<file path="src/rtl/cc_pkg.sv">
package cc_pkg;
  localparam int unsigned NUM_CH = 2;
  typedef enum logic {
    CH_TX = 1'b0,
    CH_RX = 1'b1
  } ch_e;
endpackage

</file>
<file path="src/rtl/cc_irq.sv">
module cc_irq #(
  parameter int unsigned N = 2
) (
  input  logic [N-1:0] evt_i,
  input  logic [N-1:0] mask_i,
  output logic         irq_o
);
  assign irq_o = |(evt_i & mask_i);
endmodule

</file>
<file path="src/rtl/cc_chan.sv">
module cc_chan #(
  parameter int unsigned SLOTS  = 2,
  parameter int unsigned PAGE_W = 8
) (
  input  logic              clk_i,
  input  logic              rst_ni,
  input  logic              cmd_i,
  input  logic [PAGE_W-1:0] page_i,
  input  logic              done_i,
  input  logic              ok_i,
  input  logic              clr_i,
  output logic              start_o,
  output logic [PAGE_W-1:0] page_o,
  output logic              evt_o,
  output logic              evt_ok_o,
  output logic              idle_o,
  output logic              ovf_o
);
  localparam int unsigned PTR_W = (SLOTS > 1) ? $clog2(SLOTS) : 1;
  localparam int unsigned CNT_W = $clog2(SLOTS + 1);
  localparam logic [CNT_W-1:0] FULL = CNT_W'(SLOTS);
  localparam logic [PTR_W-1:0] LAST = PTR_W'(SLOTS - 1);

  logic [PAGE_W-1:0] page_q [SLOTS];
  logic [SLOTS-1:0]  ok_q;
  logic [PTR_W-1:0]  wr_q, iss_q, rd_q;
  logic [CNT_W-1:0]  n_slot_q, n_cmd_q, n_evt;
  logic              busy_q, start_q, ovf_q;
  logic [PAGE_W-1:0] page_o_q;
  logic              accept, retire, launch, finish;

  function automatic logic [PTR_W-1:0] nxt(input logic [PTR_W-1:0] p);
    return (p == LAST) ? '0 : p + 1'b1;
  endfunction

  assign n_evt  = n_slot_q - n_cmd_q;
  assign accept = cmd_i && (n_slot_q < FULL);
  assign retire = clr_i && (n_evt != '0);
  assign launch = !busy_q && (n_cmd_q != '0);
  assign finish = busy_q && done_i;

  // slot storage: page at accept, success bit at completion
  always_ff @(posedge clk_i or negedge rst_ni) begin
    if (!rst_ni) begin
      for (int i = 0; i < SLOTS; i++) page_q[i] <= '0;
      ok_q <= '0;
    end else begin
      for (int i = 0; i < SLOTS; i++) begin
        if (accept && wr_q == PTR_W'(i)) page_q[i] <= page_i;
        if (finish && iss_q == PTR_W'(i)) ok_q[i] <= ok_i;
      end
    end
  end

  always_ff @(posedge clk_i or negedge rst_ni) begin
    if (!rst_ni) begin
      wr_q     <= '0;
      iss_q    <= '0;
      rd_q     <= '0;
      n_slot_q <= '0;
      n_cmd_q  <= '0;
      busy_q   <= 1'b0;
      start_q  <= 1'b0;
      page_o_q <= '0;
      ovf_q    <= 1'b0;
    end else begin
      start_q <= 1'b0;
      if (accept) wr_q <= nxt(wr_q);
      if (cmd_i && !accept) ovf_q <= 1'b1;
      if (retire) rd_q <= nxt(rd_q);
      if (accept && !retire) n_slot_q <= n_slot_q + 1'b1;
      else if (!accept && retire) n_slot_q <= n_slot_q - 1'b1;
      if (accept && !finish) n_cmd_q <= n_cmd_q + 1'b1;
      else if (!accept && finish) n_cmd_q <= n_cmd_q - 1'b1;
      if (launch) begin
        busy_q   <= 1'b1;
        start_q  <= 1'b1;
        page_o_q <= page_q[iss_q];
      end
      if (finish) begin
        busy_q <= 1'b0;
        iss_q  <= nxt(iss_q);
      end
    end
  end

  assign start_o  = start_q;
  assign page_o   = page_o_q;
  assign evt_o    = (n_evt != '0);
  assign evt_ok_o = evt_o && ok_q[rd_q];
  assign idle_o   = (n_cmd_q == '0);
  assign ovf_o    = ovf_q;

  assert_slot_bound_R6: assert property (@(posedge clk_i) disable iff (!rst_ni)
    (n_slot_q <= FULL) && (n_cmd_q <= n_slot_q));
  assert_start_pulse_R2: assert property (@(posedge clk_i) disable iff (!rst_ni)
    start_o |=> !start_o);
  assert_chain_start_R3: assert property (@(posedge clk_i) disable iff (!rst_ni)
    (busy_q && done_i && n_cmd_q > 1) |=> ##1 start_o);
  assert_evt_on_done_R4: assert property (@(posedge clk_i) disable iff (!rst_ni)
    (busy_q && done_i) |=> evt_o);
  assert_no_overflow_R6: assert property (@(posedge clk_i) disable iff (!rst_ni)
    (cmd_i && n_slot_q == FULL) |=> ovf_o);
  assert_ovf_sticky_R6: assert property (@(posedge clk_i) disable iff (!rst_ni)
    ovf_o |=> ovf_o);
  assert_clr_empty_R5: assert property (@(posedge clk_i) disable iff (!rst_ni)
    (clr_i && !evt_o && !cmd_i) |=> n_slot_q == $past(n_slot_q));
  assert_idle_done_R9: assert property (@(posedge clk_i) disable iff (!rst_ni)
    (!busy_q && done_i && !evt_o) |=> !evt_o);
endmodule

</file>
<file path="src/rtl/cmd_chain_irq_q.sv">
module cmd_chain_irq_q
  import cc_pkg::*;
#(
  parameter int unsigned SLOTS  = 2,
  parameter int unsigned PAGE_W = 8
) (
  input  logic              clk_i,
  input  logic              rst_ni,
  input  logic              tx_cmd_i,
  input  logic [PAGE_W-1:0] tx_page_i,
  input  logic              rx_cmd_i,
  input  logic [PAGE_W-1:0] rx_page_i,
  input  logic              tx_clr_i,
  input  logic              rx_clr_i,
  input  logic              tx_mask_i,
  input  logic              rx_mask_i,
  output logic              tx_start_o,
  output logic [PAGE_W-1:0] tx_page_o,
  input  logic              tx_done_i,
  input  logic              tx_ack_i,
  output logic              rx_start_o,
  output logic [PAGE_W-1:0] rx_page_o,
  input  logic              rx_done_i,
  input  logic              rx_ok_i,
  output logic              tx_evt_o,
  output logic              tx_ack_o,
  output logic              tx_avail_o,
  output logic              rx_evt_o,
  output logic              rx_ok_o,
  output logic              rx_inhib_o,
  output logic              ovf_o,
  output logic              irq_o
);
  logic [NUM_CH-1:0] cmd_v, done_v, ok_v, clr_v, mask_v;
  logic [NUM_CH-1:0] start_v, evt_v, eok_v, idle_v, ovf_v;
  logic [PAGE_W-1:0] pin_a  [NUM_CH];
  logic [PAGE_W-1:0] pout_a [NUM_CH];

  // index CH_TX = 0, CH_RX = 1
  assign cmd_v  = {rx_cmd_i,  tx_cmd_i};
  assign done_v = {rx_done_i, tx_done_i};
  assign ok_v   = {rx_ok_i,   tx_ack_i};
  assign clr_v  = {rx_clr_i,  tx_clr_i};
  assign mask_v = {rx_mask_i, tx_mask_i};
  assign pin_a[CH_TX] = tx_page_i;
  assign pin_a[CH_RX] = rx_page_i;

  for (genvar c = 0; c < NUM_CH; c++) begin : g_ch
    cc_chan #(
      .SLOTS  (SLOTS),
      .PAGE_W (PAGE_W)
    ) i_chan (
      .clk_i    (clk_i),
      .rst_ni   (rst_ni),
      .cmd_i    (cmd_v[c]),
      .page_i   (pin_a[c]),
      .done_i   (done_v[c]),
      .ok_i     (ok_v[c]),
      .clr_i    (clr_v[c]),
      .start_o  (start_v[c]),
      .page_o   (pout_a[c]),
      .evt_o    (evt_v[c]),
      .evt_ok_o (eok_v[c]),
      .idle_o   (idle_v[c]),
      .ovf_o    (ovf_v[c])
    );
  end

  cc_irq #(.N(NUM_CH)) i_irq (
    .evt_i  (evt_v),
    .mask_i (mask_v),
    .irq_o  (irq_o)
  );

  assign tx_start_o = start_v[CH_TX];
  assign tx_page_o  = pout_a[CH_TX];
  assign rx_start_o = start_v[CH_RX];
  assign rx_page_o  = pout_a[CH_RX];
  assign tx_evt_o   = evt_v[CH_TX];
  assign tx_ack_o   = eok_v[CH_TX];
  assign tx_avail_o = idle_v[CH_TX];
  assign rx_evt_o   = evt_v[CH_RX];
  assign rx_ok_o    = eok_v[CH_RX];
  assign rx_inhib_o = idle_v[CH_RX];
  assign ovf_o      = |ovf_v;

  assert_irq_tx_R7: assert property (@(posedge clk_i) disable iff (!rst_ni)
    (tx_evt_o && tx_mask_i) |-> irq_o);
  assert_irq_rx_R7: assert property (@(posedge clk_i) disable iff (!rst_ni)
    (rx_evt_o && rx_mask_i) |-> irq_o);
  assert_irq_quiet_R7: assert property (@(posedge clk_i) disable iff (!rst_ni)
    (!tx_evt_o && !rx_evt_o) |-> !irq_o);
  assert_ack_gated_R4: assert property (@(posedge clk_i) disable iff (!rst_ni)
    !tx_evt_o |-> !tx_ack_o);
endmodule

</file>
<file path="config.mk">
export PLATFORM = sky130hd
export DESIGN_NAME = cmd_chain_irq_q
export DESIGN_NICKNAME = d
export VERILOG_FILES = /design/src/rtl/cc_pkg.sv /design/src/rtl/cc_irq.sv /design/src/rtl/cc_chan.sv /design/src/rtl/cmd_chain_irq_q.sv
export SDC_FILE = /design/constraint.sdc
export NUM_CORES = 1
export LEC_CHECK = 0
export BUFFER_PORTS_ARGS = -buffer_cell sky130_fd_sc_hd__buf_2
export CAP_MARGIN = 40
export CORE_MARGIN = 2
export CORE_UTILIZATION = 49
export CTS_CLUSTER_DIAMETER = 60
export CTS_CLUSTER_SIZE = 30
export DETAILED_ROUTE_END_ITERATION = 7
export GPL_ROUTABILITY_DRIVEN = 1
export PLACE_DENSITY_LB_ADDON = 0.12
export SYNTH_ARGS = -nofsm -noshare
export SYNTH_HDL_FRONTEND = slang
export SYNTH_SLANG_ARGS = --single-unit
</file>
<file path="constraint.sdc">
create_clock -name clk_i -period 1.8 [get_ports clk_i]
set_input_delay 0.09 -clock clk_i [delete_from_list [all_inputs] [get_ports clk_i]]
set_output_delay 0.09 -clock clk_i [all_outputs]
set_load 0.05 [all_outputs]
</file>
After elaboration in Yosys (flattened, before gate mapping)
Index checks and enable logic that the tools add are counted.
- order comparisons: 6
- reduce and logical (&&, ||, !) cells: 50
- muxes and demuxes: 30
- $add $sub $neg: 16
- bitwise operators: 7
- operator list (cell ; count):
    2-to-1 mux 8 bit ; 6
    logical AND 1 bit ; 28
    nonzero test 2 bit ; 10
    2-to-1 mux 1 bit ; 16
    2-to-1 mux 2 bit ; 8
    adder 2 x 1 -> 2 bit (second input constant) ; 4
    logical NOT 1 bit ; 8
    subtractor 2 x 1 -> 2 bit (second input constant) ; 4
    adder 1 bit (second input constant) ; 6
    >= comparator 2 bit (second input constant) ; 2
    logical NOT 2 bit ; 2
    less-than comparator 1 x 2 -> 1 bit (second input constant) ; 2
    less-than comparator 2 bit (second input constant) ; 2
    NOT 1 bit ; 4
    NOT 1 -> 2 bit ; 2
    OR reduction 2 bit ; 2
    subtractor 2 bit ; 2
    AND 2 bit ; 1
- flip-flop bits (word level): 72
- logic and storage cells: 135
- output and inout bits: 26

Longest topological paths before layout
- word-level depth: 6
- mapped depth: 7
- gate-level depth less buffers: 6

By module
A second synthesis with hierarchy kept.
- cell total of the unflattened synthesis: 228
- area total of the unflattened synthesis: 3110.5 um2
- modules (own cells, without submodules) (module ; sequential area each (um2) ; instances ; cells each ; area each (um2)):
    cc_chan ; 900.9 ; 2 ; 113 ; 1547.7
    cc_irq ; 0.0 ; 1 ; 1 ; 8.8
    cmd_chain_irq_q ; 0.0 ; 1 ; 1 ; 6.3

Least setup slack after synthesis
OpenSTA, ideal clock, no wires.
- kind: register -> output
- start: register g_ch[0].i_chan.n_cmd_q[0]
- end: output port irq_o
- path slack: 145 ps
- arrival: 1565 ps
- buffers on the path: 1
- cell stages (with the launch flop): 6
- data required time: 1710 ps
- path through: dfrtp_1 > buf_2 > xor2_1 > nor2_1 > inv_1 > a22o_1
- word-level cells in the longest chain between the ends: 4
- ends and longest elaborated chain (item ; RTL line ; text):
    start: declaration ; cc_chan.sv:27 ; logic [CNT_W-1:0] n_slot_q, n_cmd_q, n_evt;
    start signal: assignment ; cc_chan.sv:73 ; if (accept && !finish) n_cmd_q <= n_cmd_q + 1'b1;
    start signal: assignment ; cc_chan.sv:74 ; else if (!accept && finish) n_cmd_q <= n_cmd_q - 1'b1;
    subtractor 2 bit ; cc_chan.sv:36 ; assign n_evt = n_slot_q - n_cmd_q;
    nonzero test 2 bit ; cc_chan.sv:89 ; assign evt_o = (n_evt != '0);
    named net tx_evt_o ; cmd_chain_irq_q.sv:25 ; output logic tx_evt_o,
    AND 2 bit ; cc_irq.sv:8 ; assign irq_o = |(evt_i & mask_i);
    OR reduction 2 bit ; cc_irq.sv:8 ;
    end: declaration ; cmd_chain_irq_q.sv:32 ; output logic irq_o
The timed path passes the listed nets, and every way through them passes these cells.

Worst setup path after layout
- start: register g_ch[0].i_chan.n_slot_q[1]
- end: output port irq_o
- word-level cells in the longest chain between the ends: 4
- ends and longest elaborated chain (item ; RTL line ; text):
    start: declaration ; cc_chan.sv:27 ;
    start signal: assignment ; cc_chan.sv:71 ; if (accept && !retire) n_slot_q <= n_slot_q + 1'b1;
    start signal: assignment ; cc_chan.sv:72 ; else if (!accept && retire) n_slot_q <= n_slot_q - 1'b1;
    subtractor 2 bit ; cc_chan.sv:36 ;
    nonzero test 2 bit ; cc_chan.sv:89 ;
    AND 2 bit ; cc_irq.sv:8 ;
    OR reduction 2 bit ; cc_irq.sv:8 ;
No other way between the ends.

==> results.py <==
metrics = {
    "power": {
        "p_leak_uw": 0.00191,
        "clockPowerShare_pct": 17.0,
        "p_switching_uw": 3410,
        "pwr-share-seq_pct": 37.5,
        "internal_power_uw": 4810,
        "peakVddDrop_mv": 1.30,
        "power_frac_comb_pct": 45.5,
        "power.density_nw_per_um2": 2080,
        "netSwitchingFraction_pct": 41.5,
    },
    "sta": {
        "slew_viol_final": 0,
        "slew_headroom_pct": 60.2,
        "fmax_ghz": 0.594,
        "worst_pin_slew_ns": 0.597,
        "rsz0062_at_grt": "no",
        "hold_ws_ns": 0.0720,
        "fin_tns_setup_ns": 0,
        "finalHoldViolations": 0,
        "finalCritPeriodShare_pct": 93.6,
        "fin_worst_skew_ns": 0.00766,
        "setup_violations": 0,
        "fin_crit_ns": 1.68,
    },
    "routing": {
        "finalWirelength_mm": 5.23,
        "first_pass_iters": 2,
        "drt-vias-per-instance": 4.83,
        "drc_errors": 0,
        "post_drt_wl_per_cell_microns": 13.1,
        "via_count": 1922,
        "drt_iter0_markers": 74,
        "ant_nets": 0,
    },
    "placed_design": {
        "gp_congestion": 0.689,
        "io_buffer_count": 53,
        "dp_hpwl_mm": 3.63,
        "place_area_sq_um": 3480,
    },
    "die": {
        "start_util_pct": 49.8,
        "row_count": 29,
        "io_pins": 54,
        "die_w_microns": 83.7,
        "core_sq_um": 6240,
        "die_area_sq_um": 7000,
        "die_y_microns": 83.7,
    },
    "cts": {
        "cts_sinks": 72,
        "clockBufferDepth": 2,
        "clkLatencyLatePin_ns": 0.34,
        "htreeDepth": 3,
        "cts_buffers": 9,
        "cts_tree": "done",
        "clk_pin_slew_ns": 0.07,
        "ctsRootBufferMaster": "clkbuf_8",
    },
    "synth": {
        "yosysTopAreaCell": "dfrtp_1",
        "syn-mean-instance-area_sq_um": 13.6,
        "synth_area_leaders": "dfrtp_1 (58%), mux2_4 (7.7%), mux2_2 (7.2%)",
        "yosysTopAreaCellShare_pct": 57.9,
        "netlist_area_sq_um": 3110,
        "synth-edff-count": 0,
        "syn_nets": 260,
        "syn_inst": 228,
        "async_flop_share_pct": 100,
        "synth_top_flop_cell": "dfrtp_1",
        "ys_types": 23,
        "ys_ff_latch": 72,
        "ys_seq_area_share_pct": 57.9,
        "yosys_warnings": 0,
    },
    "setup_path": {
        "critPathMaxStageDelay_ns": 0.45,
        "crit_slowest_cell": "dfrtp_2",
        "worstPathMaxFanout": 4,
        "crit_arrival_ns": 1.59,
        "critPathTopFamily": "flip-flops",
        "path_cells": "xor2_1 > nor2_1 > inv_1 > a22o_1 > buf_4",
        "worstSetupPathType": "flip-flop to output port",
        "crit_required_ns": 1.71,
        "worst-path-buf-inv": 2,
        "critPathLaunchType": "flip-flop",
        "end_kind": "output port",
    },
    "min_path": {
        "hp-class": "input pin to flip-flop",
    },
    "grt": {
        "antenna_found_initial": 0,
        "gr-total-overflow": 0,
        "grt_use_total_pct": 16.9,
        "grt_max_degree": 30,
        "grt_pass1_vias": 2015,
        "grt_pass1_wl_mm": 9.25,
    },
    "run": {
        "drv_cap": 0,
    },
    "layout": {
        "final_layout_size_suffix_gt1_share_pct": 40.5,
        "final_nets": 348,
        "syn_to_final_growth_pct": 27.0,
        "final_util_pct": 63.3,
        "diodes": 0,
        "stdcell_area_sq_um": 3950,
    },
    "run_status": {
        "status": "finished, final reports clean",
    },
}
==> cell usage after synthesis (3+ instances only) <==
cell type   n
mux2_4     16
mux2_2     20
inv_1       4
dfrtp_1    72
nor2b_4     4
xnor2_1     8
buf_2       6
o21ai_1     3
o21ai_0    15
mux2i_1    18
ha_1        4
nor2_1     12
xor2_1     14
nand2_1    18
==> logic make-up (layout without fill, tap and decap cells) <==
kind of cell | count (synthesis) | in the layout | share of synthesized area (%)
xor gates and xnor gates | 22 | 22 | 6.20
DFF | 72 | 72 | 57.9
adders and majority gates | 4 | 4 | 1.61
AOI/OAI and AO/OA | 25 | 25 | 4.99
and+or+nand+nor | 39 | 39 | 6.32
buffers and inverters | 12 | 105 | 2.17
muxes | 54 | 54 | 20.8
==> worst register-to-register path, cell delays in order (launching register included) <==
cell and delay [ns]:
dfrtp_2 0.46, xor2_1 0.17, o21ai_1 0.22, ha_1 0.29, nor2_1 0.14, xor2_1 0.16
==> through the flow <==
stage          worst slack (ns)  std cells  power (uW)
6_report                  0.116        398        8220
5_1_grt                  0.0169        398        8780
4_1_cts                  0.0150        394        8250
3_5_place_dp              0.262        357        6800
3_3_place_gp              0.304        357        6720
2_1_floorplan             0.145        228        6000
==> what timing repair did <==
item / 4_1_cts / 5_1_grt
resized for setup: 0 / 6
endpoints found under the hold margin: 110 / 0
hold buffers: 21 / 0
setup buffers: 0 / 4
setup endpoints to repair: 0 / 1
==> flip-flops by register name, indices dropped and copies added, names as in the netlist <==
signal                flops
g_ch.i_chan.rd_q          2
g_ch.i_chan.wr_q          2
g_ch.i_chan.ovf_o         2
g_ch.i_chan.page_o       16
g_ch.i_chan.ok_q          4
g_ch.i_chan.iss_q         2
g_ch.i_chan.n_cmd_q       4
g_ch.i_chan.page_q       32
g_ch.i_chan.n_slot_q      4
g_ch.i_chan.start_o       2
g_ch.i_chan.busy_q        2
==> routing by layer <==
metal | up-vias | wire length [microns] | global-route usage (%) | share of wire, %
met5 | - | 0 | 0 | 0
met4 | 0 | 124 | 8.36 | 2.4
met3 | 11 | 245 | 4.75 | 4.7
met2 | 41 | 2350 | 25.2 | 45
met1 | 915 | 2510 | 22.8 | 48
li1 | 955 | - | - | -
==> power groups by stage <==
stage | clock, uW | sequential [uW] | combinational [uW]
floorplan | 0 | 3510 | 2490
global placement | 0 | 3110 | 3610
detailed placement | 0 | 3130 | 3670
CTS | 1440 | 3100 | 3710
global route | 1510 | 3200 | 4070
finish | 1390 | 3080 | 3740
==> layout make-up <==
type | instances | area, sq um
Sequential cell | 72 | 1810
Multi-Input combinational cell | 144 | 1240
Clock inverter | 7 | 95.1
Clock buffer | 9 | 124
Inverter | 4 | 15.0
Tap cell | 77 | 96.3
Fill cell | 511 | 2290
Timing Repair Buffer | 85 | 573
==> cell usage in the layout, fill, tap and decap left out, drive strengths merged, types with 3 or more instances in the layout <==
cell type and instances:
dfrtp 72, buf 64, mux2 36, dlygate4sd3 21, nand2 20, mux2i 18
o21ai 18, xor2 14, nor2 12, clkbuf 9, xnor2 8, inv 5
nor2b 4, ha 4, clkinv 3
==> final timing paths <==
path                                                         from                                      to  slack [ns]  depth (start not counted)
setup / recovery           g_ch[0].i_chan.n_slot_q[1]$_DFFE_PN0P_                                   irq_o        0.12                          5
hold / removal                                           tx_clr_i         g_ch[0].i_chan.rd_q$_DFFE_PN0P_        0.07                          3
setup reg to reg            g_ch[1].i_chan.n_cmd_q[0]$_DFFE_PN0P_  g_ch[1].i_chan.n_slot_q[1]$_DFFE_PN0P_        0.27                          5
hold reg to reg                  g_ch[0].i_chan.ovf_o$_DFFE_PN0P_        g_ch[0].i_chan.ovf_o$_DFFE_PN0P_        0.46                          1
max in group asynchronous                                  rst_ni    g_ch[0].i_chan.page_q[6]$_DFFE_PN0P_        1.11                          3
min in group asynchronous                                  rst_ni         g_ch[1].i_chan.rd_q$_DFFE_PN0P_        0.17                          2
(Power assumes the default switching activity.)
